### src/rtl/bca_pkg.sv
package bca_pkg;
  typedef enum logic [1:0] {
    RSP_OK    = 2'd0,
    RSP_VIRT  = 2'd1,
    RSP_UNDEF = 2'd2,
    RSP_TRAP  = 2'd3
  } rspKind_e;

  typedef struct packed {
    logic accept;   // a request was taken this cycle
    logic okAccess; // the decision lets the access reach the bank
    logic wrEn;     // commit the write to the selected bank
    logic bankSel;  // 1 = non-secure copy
  } bankStrobe_t;

  localparam logic [5:0] TRAP_CLASS = 6'h18;
endpackage

### src/rtl/bca_decide.sv
module bca_decide
  import bca_pkg::*;
#(
  parameter bit HAS_L3 = 1'b1
) (
  input  logic        clk,
  input  logic        rstN,
  input  logic        reqValid,
  input  logic        reqWrite,
  input  logic [1:0]  reqLevel,
  input  logic        reqNonSecure,
  input  logic        sreL1,
  input  logic        sreL2,
  input  logic        sreL3,
  input  logic        l2Enabled,
  input  logic        l2TrapCtl,
  input  logic        l2FiqRoute,
  input  logic        l2IrqRoute,
  input  logic        irqToL3,
  input  logic        fiqToL3,
  input  logic        dbgUndef,
  input  logic        undefPrio,
  output bankStrobe_t strobe,
  output logic        rspValid,
  output logic [1:0]  rspKind,
  output logic [1:0]  rspTarget,
  output logic [5:0]  rspSyndrome
);
  rspKind_e   kindD;
  logic [1:0] tgtD;
  logic       bothRouted;
  logic       prioUndef;

  assign bothRouted = HAS_L3 && irqToL3 && fiqToL3;
  assign prioUndef  = bothRouted && undefPrio;

  // Ordered permission chain; the first matching condition wins.
  always_comb begin
    kindD = RSP_OK;
    tgtD  = 2'd0;
    unique case (reqLevel)
      2'd0: kindD = RSP_UNDEF;
      2'd1: begin
        if (prioUndef) begin
          kindD = RSP_UNDEF;
        end else if (!sreL1) begin
          kindD = RSP_TRAP; tgtD = 2'd1;
        end else if (l2Enabled && l2TrapCtl) begin
          kindD = RSP_TRAP; tgtD = 2'd2;
        end else if (l2Enabled && (l2FiqRoute || l2IrqRoute)) begin
          kindD = RSP_VIRT;
        end else if (bothRouted) begin
          if (dbgUndef) kindD = RSP_UNDEF;
          else begin kindD = RSP_TRAP; tgtD = 2'd3; end
        end
      end
      2'd2: begin
        if (prioUndef) begin
          kindD = RSP_UNDEF;
        end else if (!sreL2) begin
          kindD = RSP_TRAP; tgtD = 2'd2;
        end else if (bothRouted) begin
          if (dbgUndef) kindD = RSP_UNDEF;
          else begin kindD = RSP_TRAP; tgtD = 2'd3; end
        end
      end
      default: begin
        if (!HAS_L3) begin
          kindD = RSP_UNDEF;
        end else if (!sreL3) begin
          kindD = RSP_TRAP; tgtD = 2'd3;
        end
      end
    endcase
  end

  always_comb begin
    strobe.accept   = reqValid;
    strobe.okAccess = reqValid && (kindD == RSP_OK);
    strobe.wrEn     = reqValid && (kindD == RSP_OK) && reqWrite;
    strobe.bankSel  = reqNonSecure;
  end

  always_ff @(posedge clk or negedge rstN) begin
    if (!rstN) begin
      rspValid    <= 1'b0;
      rspKind     <= RSP_OK;
      rspTarget   <= 2'd0;
      rspSyndrome <= 6'd0;
    end else begin
      rspValid <= reqValid;
      if (reqValid) begin
        rspKind     <= kindD;
        rspTarget   <= tgtD;
        rspSyndrome <= (kindD == RSP_TRAP) ? TRAP_CLASS : 6'd0;
      end
    end
  end
endmodule

### src/rtl/bca_bank.sv
module bca_bank
  import bca_pkg::*;
#(
  parameter bit HAS_L3      = 1'b1,
  parameter bit EXT_RANGE   = 1'b1,
  parameter bit WIDE_TARGET = 1'b0,
  parameter bit AFF3_OK     = 1'b1,
  parameter bit LOCAL_SERR  = 1'b0,
  parameter bit ID24        = 1'b1,
  parameter int PRI_BITS    = 5
) (
  input  logic        clk,
  input  logic        rstN,
  input  bankStrobe_t strobe,
  input  logic        secDisable,
  input  logic [63:0] wrData,
  output logic [63:0] rdData
);
  localparam int NB = HAS_L3 ? 2 : 1;
  localparam logic [2:0] PRI_FIELD = 3'(PRI_BITS - 1);
  localparam logic [2:0] ID_FIELD  = ID24 ? 3'b001 : 3'b000;
  localparam logic [63:0] CAP_VALUE =
      (64'(EXT_RANGE) << 19) | (64'(WIDE_TARGET) << 18) |
      (64'(AFF3_OK) << 15) | (64'(LOCAL_SERR) << 14) |
      (64'(ID_FIELD) << 11) | (64'(PRI_FIELD) << 8);

  // Stored bits per bank: [2] distribution hint, [1] EOI mode, [0] grouping.
  logic [2:0] bankQ [NB];
  logic [2:0] newBits;
  logic [2:0] wrMask;
  logic [2:0] selBits;
  logic       guardedWr;
  logic       unusedWrBits;

  assign guardedWr    = !HAS_L3 || secDisable;
  assign wrMask       = {guardedWr, 1'b1, guardedWr};
  assign newBits      = {wrData[6], wrData[1], wrData[0]};
  assign unusedWrBits = ^{wrData[63:7], wrData[5:2]};

  for (genvar b = 0; b < NB; b++) begin : g_bank
    logic hit;
    if (NB == 2) begin : g_sel
      assign hit = (strobe.bankSel == b[0]);
    end else begin : g_one
      assign hit = 1'b1;
    end
    always_ff @(posedge clk or negedge rstN) begin
      if (!rstN) bankQ[b] <= 3'b000;
      else if (strobe.wrEn && hit)
        bankQ[b] <= (bankQ[b] & ~wrMask) | (newBits & wrMask);
    end
  end

  if (NB == 2) begin : g_rd2
    assign selBits = strobe.bankSel ? bankQ[1] : bankQ[0];
  end else begin : g_rd1
    assign selBits = bankQ[0];
  end

  always_ff @(posedge clk or negedge rstN) begin
    if (!rstN) rdData <= 64'd0;
    else if (strobe.accept)
      rdData <= strobe.okAccess
          ? (CAP_VALUE | {57'd0, selBits[2], 4'd0, selBits[1], selBits[0]})
          : 64'd0;
  end
endmodule

### src/rtl/bca_top.sv
module bca_top #(
  parameter bit HAS_L3      = 1'b1,
  parameter bit EXT_RANGE   = 1'b1,
  parameter bit WIDE_TARGET = 1'b0,
  parameter bit AFF3_OK     = 1'b1,
  parameter bit LOCAL_SERR  = 1'b0,
  parameter bit ID24        = 1'b1,
  parameter int PRI_BITS    = 5
) (
  input  logic        clk,
  input  logic        rstN,
  input  logic        reqValid,
  input  logic        reqWrite,
  input  logic [1:0]  reqLevel,
  input  logic        reqNonSecure,
  input  logic [63:0] wrData,
  input  logic        secDisable,
  input  logic        sreL1,
  input  logic        sreL2,
  input  logic        sreL3,
  input  logic        l2Enabled,
  input  logic        l2TrapCtl,
  input  logic        l2FiqRoute,
  input  logic        l2IrqRoute,
  input  logic        irqToL3,
  input  logic        fiqToL3,
  input  logic        dbgUndef,
  input  logic        undefPrio,
  output logic        rspValid,
  output logic [1:0]  rspKind,
  output logic [1:0]  rspTarget,
  output logic [5:0]  rspSyndrome,
  output logic [63:0] rdData
);
  bca_pkg::bankStrobe_t strobe;

  bca_decide #(.HAS_L3(HAS_L3)) decide_i (
    .clk(clk), .rstN(rstN), .reqValid(reqValid), .reqWrite(reqWrite),
    .reqLevel(reqLevel), .reqNonSecure(reqNonSecure),
    .sreL1(sreL1), .sreL2(sreL2), .sreL3(sreL3),
    .l2Enabled(l2Enabled), .l2TrapCtl(l2TrapCtl),
    .l2FiqRoute(l2FiqRoute), .l2IrqRoute(l2IrqRoute),
    .irqToL3(irqToL3), .fiqToL3(fiqToL3), .dbgUndef(dbgUndef),
    .undefPrio(undefPrio), .strobe(strobe), .rspValid(rspValid),
    .rspKind(rspKind), .rspTarget(rspTarget), .rspSyndrome(rspSyndrome)
  );

  bca_bank #(
    .HAS_L3(HAS_L3), .EXT_RANGE(EXT_RANGE), .WIDE_TARGET(WIDE_TARGET),
    .AFF3_OK(AFF3_OK), .LOCAL_SERR(LOCAL_SERR), .ID24(ID24),
    .PRI_BITS(PRI_BITS)
  ) bank_i (
    .clk(clk), .rstN(rstN), .strobe(strobe), .secDisable(secDisable),
    .wrData(wrData), .rdData(rdData)
  );
endmodule

### config.mk
export PLATFORM = sky130hd
export DESIGN_NAME = bca_top
export DESIGN_NICKNAME = d
export VERILOG_FILES = /design/src/rtl/bca_pkg.sv /design/src/rtl/bca_decide.sv /design/src/rtl/bca_bank.sv /design/src/rtl/bca_top.sv
export SDC_FILE = /design/constraint.sdc
export NUM_CORES = 1
export LEC_CHECK = 0
export BUFFER_PORTS_ARGS = -buffer_cell sky130_fd_sc_hd__buf_2
export CORE_ASPECT_RATIO = 0.5
export CORE_MARGIN = 10
export CORE_UTILIZATION = 30
export DETAILED_ROUTE_END_ITERATION = 8
export PLACE_DENSITY_LB_ADDON = 0.1
export SLEW_MARGIN = 0
export SYNTH_ARGS = -nofsm -noshare
export SYNTH_HDL_FRONTEND = slang
export SYNTH_SLANG_ARGS = --single-unit
### constraint.sdc
create_clock -name clk -period 0.8 [get_ports clk]
set_input_delay 0.12 -clock clk [delete_from_list [all_inputs] [get_ports clk]]
set_output_delay 0.12 -clock clk [all_outputs]
set_load 0.05 [all_outputs]
==> flow_results.org, run 1 <==
** Floorplanning
- Die H :: 67.0 µm
- Die ar. :: 7630 µm²
- Area of the core region :: 4060 µm²
- Total number of placement rows :: 16
- The initial utilization of the core area, before any placement, comes to 0.326.
- Total I/O pin count :: 158
- From left edge to right edge, the die measures 114 µm.

** Layout
- In the final layout, the share of cells above drive strength 1 is 0.417.
- The finished cells cover 1760 µm².
- From synthesis to final layout, the design area changed by 32.8%.
- The repair_antennas step left the layout with diodes totalling 0.
- Counting the fill cells in the layout gives 408.
- Post-layout nets :: 283
- The count of cells in the finished layout, fillers not included, comes to 253.
- Once layout is complete, the utilization of the core stands at 0.433.

** Route
- In this run, the number of DRC markers left after iteration 0 of detailed routing was 17.
- Using the TritonRoute via totals, the vias-per-cell ratio works out to 3.86.
- The routed layout has 976 vias.
- After detailed routing, the average wire length per cell comes to 13.3 µm.
- Detailed Routing Iterations Pass 1 :: 4
- Final WL :: 3370 µm
- In the routed design, unresolved DRC markers number 0.
- Remaining antenna violation count :: 0

** STA
- Period utilisation layout :: 1.80
- Final number of setup-violating endpoints :: 28
- Final hold viol count :: 0
- Setup repair after global routing missed its margin :: true
- Hold Worst Slack :: 0.104 ns
- After layout, the minimum clock period comes to 1.44 ns.
- Across all setup checks in the final design, the least slack found is -0.642 ns.
- Setup total negative slack on the finished layout was measured at -8.61 ns.
- The clock arrives with 0.000831 ns of skew.
- The final count of pins violating max slew was 0.
- Highest achievable clock rate :: 0.693 GHz

** Critical path
- Maximum fanout count along the critical path :: 5
- CP max stage delay :: 0.37 ns
- CP max stage cell :: sky130_fd_sc_hd__a221oi_4
- List of cells traversed by the critical path :: buf_6, o31a_1, nand3b_4, a221oi_4, nand4_2, mux2_4
- Category of the worst setup path launch point :: input port
- Worst Path Class, Setup :: input port to register
- For the worst setup path, the data required time is 0.94 ns.
- The worst register-to-register path has a depth of 1.
- Data arrives at the worst endpoint at 1.58 ns.
- The worst setup path is captured at a register.

** Worst hold path
- The path class of the tightest hold or removal check is input port to register.
- Hold depth :: 2

** Yosys
- Number of warnings printed during yosys synthesis :: 0
- Fraction of registers with async set/reset :: 1.00
- Among all flip-flop cells after synthesis, the most frequent one is sky130_fd_sc_hd__dfrtp_1.
- Mean Syn Cell Area :: 9.13 µm²
- Counting flops and latches in the post-synthesis netlist gives 16.
- Counting every instance in the synthesized netlist gives 145.
- Of the synthesized area, sequential elements account for 0.302.
- Post-Syn Area :: 1320 µm²
- Cell variety after synth :: 26
- Post-synth EDFFs :: 0

** Place
- After legalization and detailed placement, the total HPWL measured 2750 µm.
- Cell total after placement :: 244
- Placement Setup Slack :: -0.896 ns
- Summing all placed instances gives a cell area of 1440 µm².
- Routability-driven placement congestion ratio :: 0.682
- Input and output buffers added on the ports amount to 35.

** Status
- Outcome :: finished, violations left
- The checks that failed: setup timing.

** Global route
- Pin count of the biggest net entering global routing :: 17
- Number of global-route vias before repair :: 1103
- The first global-routing pass estimated 5040 µm of wire.
- The initial antenna violation count was 0.
- For this run, the total global-route usage over all layers was measured as 0.0785.
- Global routing finished with a remaining overflow of 0.

** Clocking
- The tree built by TritonCTS fans out to 16 sinks.
- Number of buffers created by CTS :: 3
- The root buffer cell chosen for the clock tree is sky130_fd_sc_hd__clkbuf_8.
- The later pin in the worst-skew pair is clocked with a latency of 0.25 ns.
- In this run the number of H-tree levels came out at 1.
- TritonCTS built the clock tree.
- Reg clk slew, reported paths :: 0.07 ns
- Largest buffer count on any clock path :: 2

** Pwr
- In this run the power density over the cells is 1970 nW/µm².
- Overall power consumption after layout is estimated at 3.46 mW.
- Worst ir drop on vdd :: 0.677 mV
- Leak Pwr :: 0.926 nW

** Job
- The tool flagged a number of max-cap violations equal to 0.
[layout make-up]
type | instances | area (µm²) | area share
timing repair buffer | 57 | 469 | 0.267
inverter | 6 | 22.5 | 0.0128
sequential | 16 | 403 | 0.229
multi-input combinational | 116 | 741 | 0.421
tap | 54 | 67.6 | 0.0384
clock buffer | 4 | 55.1 | 0.0313
[synthesized netlist by cell type, drive strengths merged (2+ instances only)]
| library cell | n | share of area |
|---|---|---|
| o22ai | 3 | 0.014 |
| a221oi | 2 | 0.026 |
| a21oi | 3 | 0.011 |
| buf | 65 | 0.37 |
| nor3b | 2 | 0.011 |
| o21ai | 3 | 0.011 |
| nand4 | 2 | 0.014 |
| nor2 | 8 | 0.023 |
| nand3b | 3 | 0.026 |
| and3 | 4 | 0.019 |
| nand2 | 4 | 0.011 |
| clkbuf | 2 | 0.0057 |
| mux2 | 6 | 0.051 |
| nand3 | 6 | 0.023 |
| dfrtp | 16 | 0.30 |
| inv | 6 | 0.017 |
| o21a | 2 | 0.011 |
| mux2i | 3 | 0.023 |
[logic make-up after synthesis]
| family | synth area share |
|---|---|
| other cells | 0.00283 |
| buf+inv | 0.391 |
| simple gates | 0.136 |
| mux | 0.0737 |
| compound gates | 0.0936 |
| flops | 0.302 |
[path summary, 6_finish.rpt]
check / slack, ns / start / to
min in group asynchronous: 0.31 / rstN / bank_i.rdData[0]$_DFFE_PN0P_
max reg2reg: 0.02 / bank_i.bankQ[1]$_DFFE_PN0P_ / bank_i.bankQ[1]$_DFFE_PN0P_
max in group asynchronous: 0.20 / rstN / bank_i.rdData[15]$_DFFE_PN0P_
max: -0.64 / l2TrapCtl / register
min reg2reg: 0.50 / bank_i.bankQ[4]$_DFFE_PN0P_ / bank_i.bankQ[4]$_DFFE_PN0P_
min: 0.10 / wrData[1] / bank_i.bankQ[4]$_DFFE_PN0P_
[power breakdown]
part	internal, mW	leakage (nW)	switching, mW	total [mW]
Clock	0.436	0.0288	0.282	0.718
Combinational	0.494	0.700	1.21	1.70
Sequential	0.948	0.197	0.0909	1.04
[worst max-delay path: cells and delay by family]
family	cells	cell delay [ns]
muxes	1	0.33
buffers and inverters	1	0.09
and+or+nand+nor	2	0.37
AOI/OAI and AO/OA	2	0.67
[layout by cell type, fill, tap and decap left out, drive strengths merged]
| cell type | count |
|---|---|
| clkbuf | 4 |
| o22ai | 3 |
| a221oi | 2 |
| conb | 61 |
| a21oi | 3 |
| nand3b | 3 |
| o21a | 2 |
| nor2b | 1 |
| o31a | 1 |
| nand4 | 2 |
| nor3b | 2 |
| nor2 | 8 |
| nand2 | 4 |
| mux2 | 6 |
| and3 | 4 |
| dfrtp | 16 |
| o21ai | 3 |
| inv | 6 |
| nand3 | 6 |
| buf | 56 |
| nor3 | 1 |
| dlygate4sd3 | 1 |
| o32ai | 1 |
| mux2i | 3 |
[per-layer routing]
metal	up-vias	wire [µm]	global-route usage
met1	448	1450	0.0897
met3	2	316	0.0402
met5	-	0	0
met2	56	1580	0.131
li1	470	-	-
met4	0	16	0.0140
[what timing repair did]
item,CTS,global route
hold endpoints to repair,16,0
pin swaps,11,6
setup buffers,5,4
hold buffers,1,0
resized for setup,50,10
setup endpoints to repair,29,29
Note: power is estimated with default switching activity, not from simulation.
==> run 2, diff against run 1 <==
--- a/config.mk
+++ b/config.mk
@@ -10,3 +10,3 @@
 export CORE_MARGIN = 10
-export CORE_UTILIZATION = 30
+export CORE_UTILIZATION = 36
 export DETAILED_ROUTE_END_ITERATION = 8
==> constraint.sdc (replaced) <==
create_clock -name clk -period 1.8 [get_ports clk]
set_input_delay 0.27 -clock clk [delete_from_list [all_inputs] [get_ports clk]]
set_output_delay 0.27 -clock clk [all_outputs]
set_load 0.01 [all_outputs]
==> run 2 against run 1 <==
Effect of this change:
- the flow now finishes without violations
- routed wire length shrank 7.3%
- count of clock-buffer cells in the layout is the same
- core utilization shrank 2.6 points
- via count shrank 6.8%
- final cell count shrank 6.3%
- sequential power shrank 57%
- combinational power shrank 83%
- worst setup slack gained 0.85 ns
- design area shrank 19%
- register-to-register slack gained 1.0 ns
==> flow_results.org, run 2 (synthesis results as in run 1) <==
** Clocking
- Number of H-tree levels :: 1
- In this run, CTS created clock tree buffers numbering 3.
- Clock-pin slew was measured on the worst setup and hold paths at 0.06 ns.
- The clock net in this run drives a total of 16 sinks.
- In this run, post-CTS repair resized a total of 0 instances.
- After clock tree synthesis, the flow added hold-fix buffers numbering 1.
- The later pin in the worst-skew pair is clocked with a latency of 0.25 ns.
- In this run the clock root is driven by a sky130_fd_sc_hd__clkbuf_8.
- The clock passes through at most 2 buffers.
- Clock tree from TritonCTS :: done
- Postcts setup bufs :: 0

** Global route
- For this run, the total global-route usage over all layers was measured as 0.0892.
- Remaining Overflow, GRT :: 0
- Number of global-route vias before repair :: 1028
- Pin count of the biggest net entering global routing :: 17
- The initial antenna violation count is 0.
- The first global-routing pass estimated 5020 µm of wire.

** Place
- Routability-driven placement finished with a final weighted congestion of 0.776.
- Buffers added on ports :: 35
- Hpwl dp :: 2770 µm

** Critical path
- Data on the critical path arrives at its endpoint at 1.72 ns.
- Worst Path Class, Setup :: input port to register
- Path depth of the worst reg2reg path :: 1
- Category of the worst setup path launch point :: input port
- Required time at the worst-slack endpoint :: 1.93 ns
- STA classifies the critical path endpoint as a register.
- Maximum fanout count along the critical path :: 5

** STA
- Final hold viol count :: 0
- Period utilisation layout :: 0.884
- Setup repair after global routing left no endpoint under its margin.
- The smallest clock period supported by the final layout is computed as 1.59 ns.
- The final count of pins violating max slew was 0.
- Hold timing on the final database bottoms out at a slack of 0.240 ns.
- Final number of setup-violating endpoints :: 0
- Clock skew on the completed layout was measured at 0.000511 ns.
- Accumulated negative setup slack :: 0 ns
- Derived from the worst setup path, the maximum achievable clock frequency is 0.628 GHz.

** Job
- The tool flagged a number of max-cap violations equal to 0.

** Layout
- Across the whole layout, storage elements account for 400 µm².
- Leaving out fill and tap cells, the most frequent cell in the layout is sky130_fd_sc_hd__conb_1.
- Relative to the synthesized area, the layout overhead comes to 7.09%.
- In the layout the commonest cells are sky130_fd_sc_hd__conb_1, sky130_fd_sc_hd__buf_2, sky130_fd_sc_hd__dfrtp_1.
- Antenna fix cells :: 0
- Share of final-layout standard cells stronger than drive strength 1 :: 0.274
- Multi-input logic area :: 631 µm²
- The filler cells instantiated in the layout total 372.
- The net count of the finished layout is 270.

** Floorplanning
- Pin placement for this block handled 158 I/O pins.
- Total number of placement rows :: 15
- The floorplan step defined a core boundary enclosing 3490 µm².
- Measured along the y axis, the die boundary spans 62.9 µm.
- Initial cell density of the core :: 0.379
- The floorplan step set the die width to 106 µm.
- The die covers 6650 µm².

** Route
- In the routed design, unresolved DRC markers number 0.
- Vias per std cell :: 3.84
- In this run, the number of DRC markers left after iteration 0 of detailed routing was 6.
- WL per Instance :: 13.2 µm
- Vias :: 910
- Remaining antenna violation count :: 0
- Detailed Routing Iterations Pass 1 :: 2
- The final layout contains routed wiring with a total length of 3120 µm.

** Status
- Outcome :: finished clean

** Worst hold path
- The worst hold path belongs to the class input port to register.
- Hold depth :: 2

** Pwr
- Worst ir drop on vdd :: 0.293 mV
- Power density normalized to cell area :: 751 nW/µm²
- Leak Pwr :: 0.796 nW
## run 2: final timing paths
kind / start / to / slack, ns
setup / recovery: l2TrapCtl / register / 0.21
hold / removal: wrData[6] / register / 0.24
setup reg to reg: register / register / 1.02
hold reg to reg: decide_i.rspKind[0]$_DFFE_PN0P_ / decide_i.rspKind[0]$_DFFE_PN0P_ / 0.49
max in group asynchronous: rstN / bank_i.bankQ[1]$_DFFE_PN0P_ / 1.06
min in group asynchronous: rstN / decide_i.rspKind[0]$_DFFE_PN0P_ / 0.47
## run 2: through the flow
stage          cells  power [mW]  cell area, µm²  setup WS, ns   util
2_1_floorplan    205       0.745            1550         0.158      -
3_3_place_gp     232       0.743            1350       -0.0515  0.387
3_5_place_dp     232       0.747            1350       -0.0538  0.387
4_1_cts          237        1.07            1420         0.213  0.406
5_1_grt          237        1.14            1420         0.125  0.406
6_report         237        1.07            1420         0.209  0.406
## run 2: where the power goes
part | switching, mW | internal [mW] | leakage, nW | total (mW)
sequential | 0.0299 | 0.420 | 0.200 | 0.450
clock | 0.127 | 0.194 | 0.0288 | 0.321
combinational | 0.181 | 0.113 | 0.567 | 0.294
total | 0.338 | 0.727 | 0.796 | 1.07
## run 2: cell type report
cell class	count	share of cell area
clock buffer	4	0.0388
multi-input combinational	116	0.445
tap	51	0.0450
inverter	6	0.0159
timing repair buffer	44	0.173
sequential	16	0.282
## run 2: layer usage
layer / global-route usage / share of wire
met4: 0.0201 / 0.0067
met2: 0.151 / 0.46
met3: 0.0576 / 0.14
met5: 0 / 0
met1: 0.0905 / 0.38
## run 2: worst max-delay path, cell delays in order
cell,delay [ns]
sky130_fd_sc_hd__buf_2,0.10
sky130_fd_sc_hd__o31a_1,0.30
sky130_fd_sc_hd__nand3b_4,0.17
sky130_fd_sc_hd__a221oi_4,0.35
sky130_fd_sc_hd__nand3_1,0.18
sky130_fd_sc_hd__mux2_1,0.34
==> run 3, diff against run 2 <==
CORE_ASPECT_RATIO = 1.2   (was 0.5)
==> run 3 against run 2 <==
Effect of this change:
- hold slack barely moved
- sequential power barely moved
- critical path depth did not move
- sequential cell count did not move
- count of clock-buffer cells in the layout did not move
- non-clock buffer count did not move
- sequential share of layout area rose by 0.30 points
- highest routed layer unchanged
==> flow_results.org, run 3 (synthesis results as in run 1) <==
** Layout
- Antenna fix cells :: 0
- The finished cells cover 1400 µm².
- After the last flow step, the layout net total stands at 270.
- Measured on the finished design, the core utilization comes to 0.389.
- The library cells used most frequently in the layout, excluding fill and tap cells, are sky130_fd_sc_hd__conb_1, sky130_fd_sc_hd__buf_2, sky130_fd_sc_hd__dfrtp_1.
- Layout overhead on the synthesized area :: 5.95%
- In the final layout, the share of cells above drive strength 1 is 0.274.
- Commonest non-fill, non-tap cell in the layout :: sky130_fd_sc_hd__conb_1

** Global route
- Busiest layer in global routing :: met2
- The initial antenna violation count was 0.
- Fraction of met1 tracks used by global routing :: 0.0839
- Met3 Usage GRT :: 0.0309
- The via count of the first global-routing pass was 924.
- Global-route wire length before repair :: 4440 µm
- Remaining Overflow, GRT :: 0
- Overall routing resource usage :: 0.0864
- Pin count of the biggest net entering global routing :: 17
- For met2 alone, demand over resource in global routing was 0.160.

** Clocking
- Clock tree synthesis selected as its root buffer the cell sky130_fd_sc_hd__clkbuf_8.
- The later pin in the worst-skew pair is clocked with a latency of 0.25 ns.
- Number of H-tree levels :: 1
- Counting every sink on the clock net gives 16.
- The longest clock path from root to sink contains 2 buffers.
- TritonCTS built the clock tree.
- Reg clk slew, reported paths :: 0.06 ns
- Number of buffers created by CTS :: 3

** Route
- Detailed-route DRC error count :: 0
- WL per Instance :: 13.4 µm
- The detail route stage leaves a number of antenna-violating nets equal to 0.
- The first TritonRoute pass finished after 4 iterations.
- Final WL :: 3010 µm
- 1st-iter DRT viols :: 12
- Vias per std cell :: 3.94
- Vias :: 887

** Floorplanning
- Total I/O pin count :: 158
- Initial cell density of the core :: 0.367
- After floorplanning, the core was divided into 24 placement rows.
- The total area inside the core boundary comes to 3600 µm².
- Die H :: 86.4 µm
- Die ar. :: 6510 µm²
- The die is 75.4 µm wide.

** Critical path
- Counting cells, the worst reg-to-reg path comes to 1.
- Required time at the worst-slack endpoint :: 1.93 ns
- The worst setup path is launched from an input port.
- STA classifies the critical path endpoint as a register.
- By startpoint and endpoint, the worst setup path is classified as input port to register.
- Data on the critical path arrives at its endpoint at 1.71 ns.
- The most critical setup path has its startpoint at l2TrapCtl.
- Setup slack, reg-to-reg :: 1.02 ns
- Maximum fanout count along the critical path :: 5

** STA
- Setup repair after global routing missed its margin :: false
- Final number of setup-violating endpoints :: 0
- The final count of pins violating max slew was 0.
- The number of hold violations in the final report was 0.
- Highest achievable clock rate :: 0.636 GHz
- Across the routed clock network, the largest skew measured is 0.000408 ns.
- Min cycle time layout :: 1.57 ns
- In the finished design, the share of the clock period the worst path needs comes to 0.874.

** Place
- Cell area after placement :: 1340 µm²
- Buffers added on ports :: 35
- Routability-driven placement congestion ratio :: 0.729
- The HPWL after detailed placement is 2730 µm.

** Worst hold path
- Hold depth :: 2
- Hold Startpoint :: wrData[0]
- The path class of the tightest hold or removal check is input port to register.

** Pwr
- Worst ir drop on vdd :: 0.365 mV
- Dividing total power by cell area gives a power density of 752 nW/µm².
- Summed over all cells, the static leakage comes to 0.796 nW.

** Job
- Max-cap violations in this run came to 0.

** Status
- The run finished with clean final reports.
==> run 3: repair_timing <==
item                      4_1_cts  5_1_grt
hold endpoints to repair       16        0
hold buffers                    1        0
setup buffers                   0        0
resized for setup               0        0
==> run 3: power breakdown <==
part / internal [mW] / leakage [nW] / switching, mW
Clock: 0.194 / 0.0288 / 0.120
Sequential: 0.420 / 0.200 / 0.0308
Combinational: 0.113 / 0.567 / 0.178
==> run 3: metrics by stage <==
stage	setup WS, ns	total power, mW	TNS [ns]	hold slack [ns]	instances
floorplan	0.158	0.745	0	-0.0256	205
global placement	-0.0351	0.741	-0.0999	0.203	220
detailed placement	-0.0426	0.747	-0.138	0.209	220
CTS	0.217	1.07	0	0.235	225
global route	0.141	1.13	0	0.249	225
finish	0.227	1.06	0	0.240	225
==> run 3: metal layers <==
layer / vias to the layer above / wire (µm)
met5: - / 0
met4: 0 / 25
met3: 4 / 391
met2: 48 / 1550
met1: 397 / 1040
li1: 438 / -
==> run 3: worst max path at each step <==
stage / end / slack [ns] / depth (start not counted)
6_report: register / 0.23 / 6
5_1_grt: register / 0.14 / 6
4_1_cts: register / 0.22 / 6
3_5_place_dp: register / -0.04 / 6
3_3_place_gp: register / -0.04 / 6
2_1_floorplan: register / 0.16 / 5
==> run 3: area by class of cell <==
| cell class | instances | area [µm²] |
|---|---|---|
| Tap cell | 39 | 48.8 |
| Sequential cell | 16 | 400 |
| Fill cell | 414 | 2200 |
| Timing Repair Buffer | 44 | 245 |
| Inverter | 6 | 22.5 |
| Multi-Input combinational cell | 116 | 631 |
| Clock buffer | 4 | 55.1 |
==> run 3: critical path, stage by stage <==
cell,delay (ns)
sky130_fd_sc_hd__buf_2,0.10
sky130_fd_sc_hd__o31a_1,0.31
sky130_fd_sc_hd__nand3b_4,0.17
sky130_fd_sc_hd__a221oi_4,0.34
sky130_fd_sc_hd__nand3_1,0.18
sky130_fd_sc_hd__mux2_1,0.34
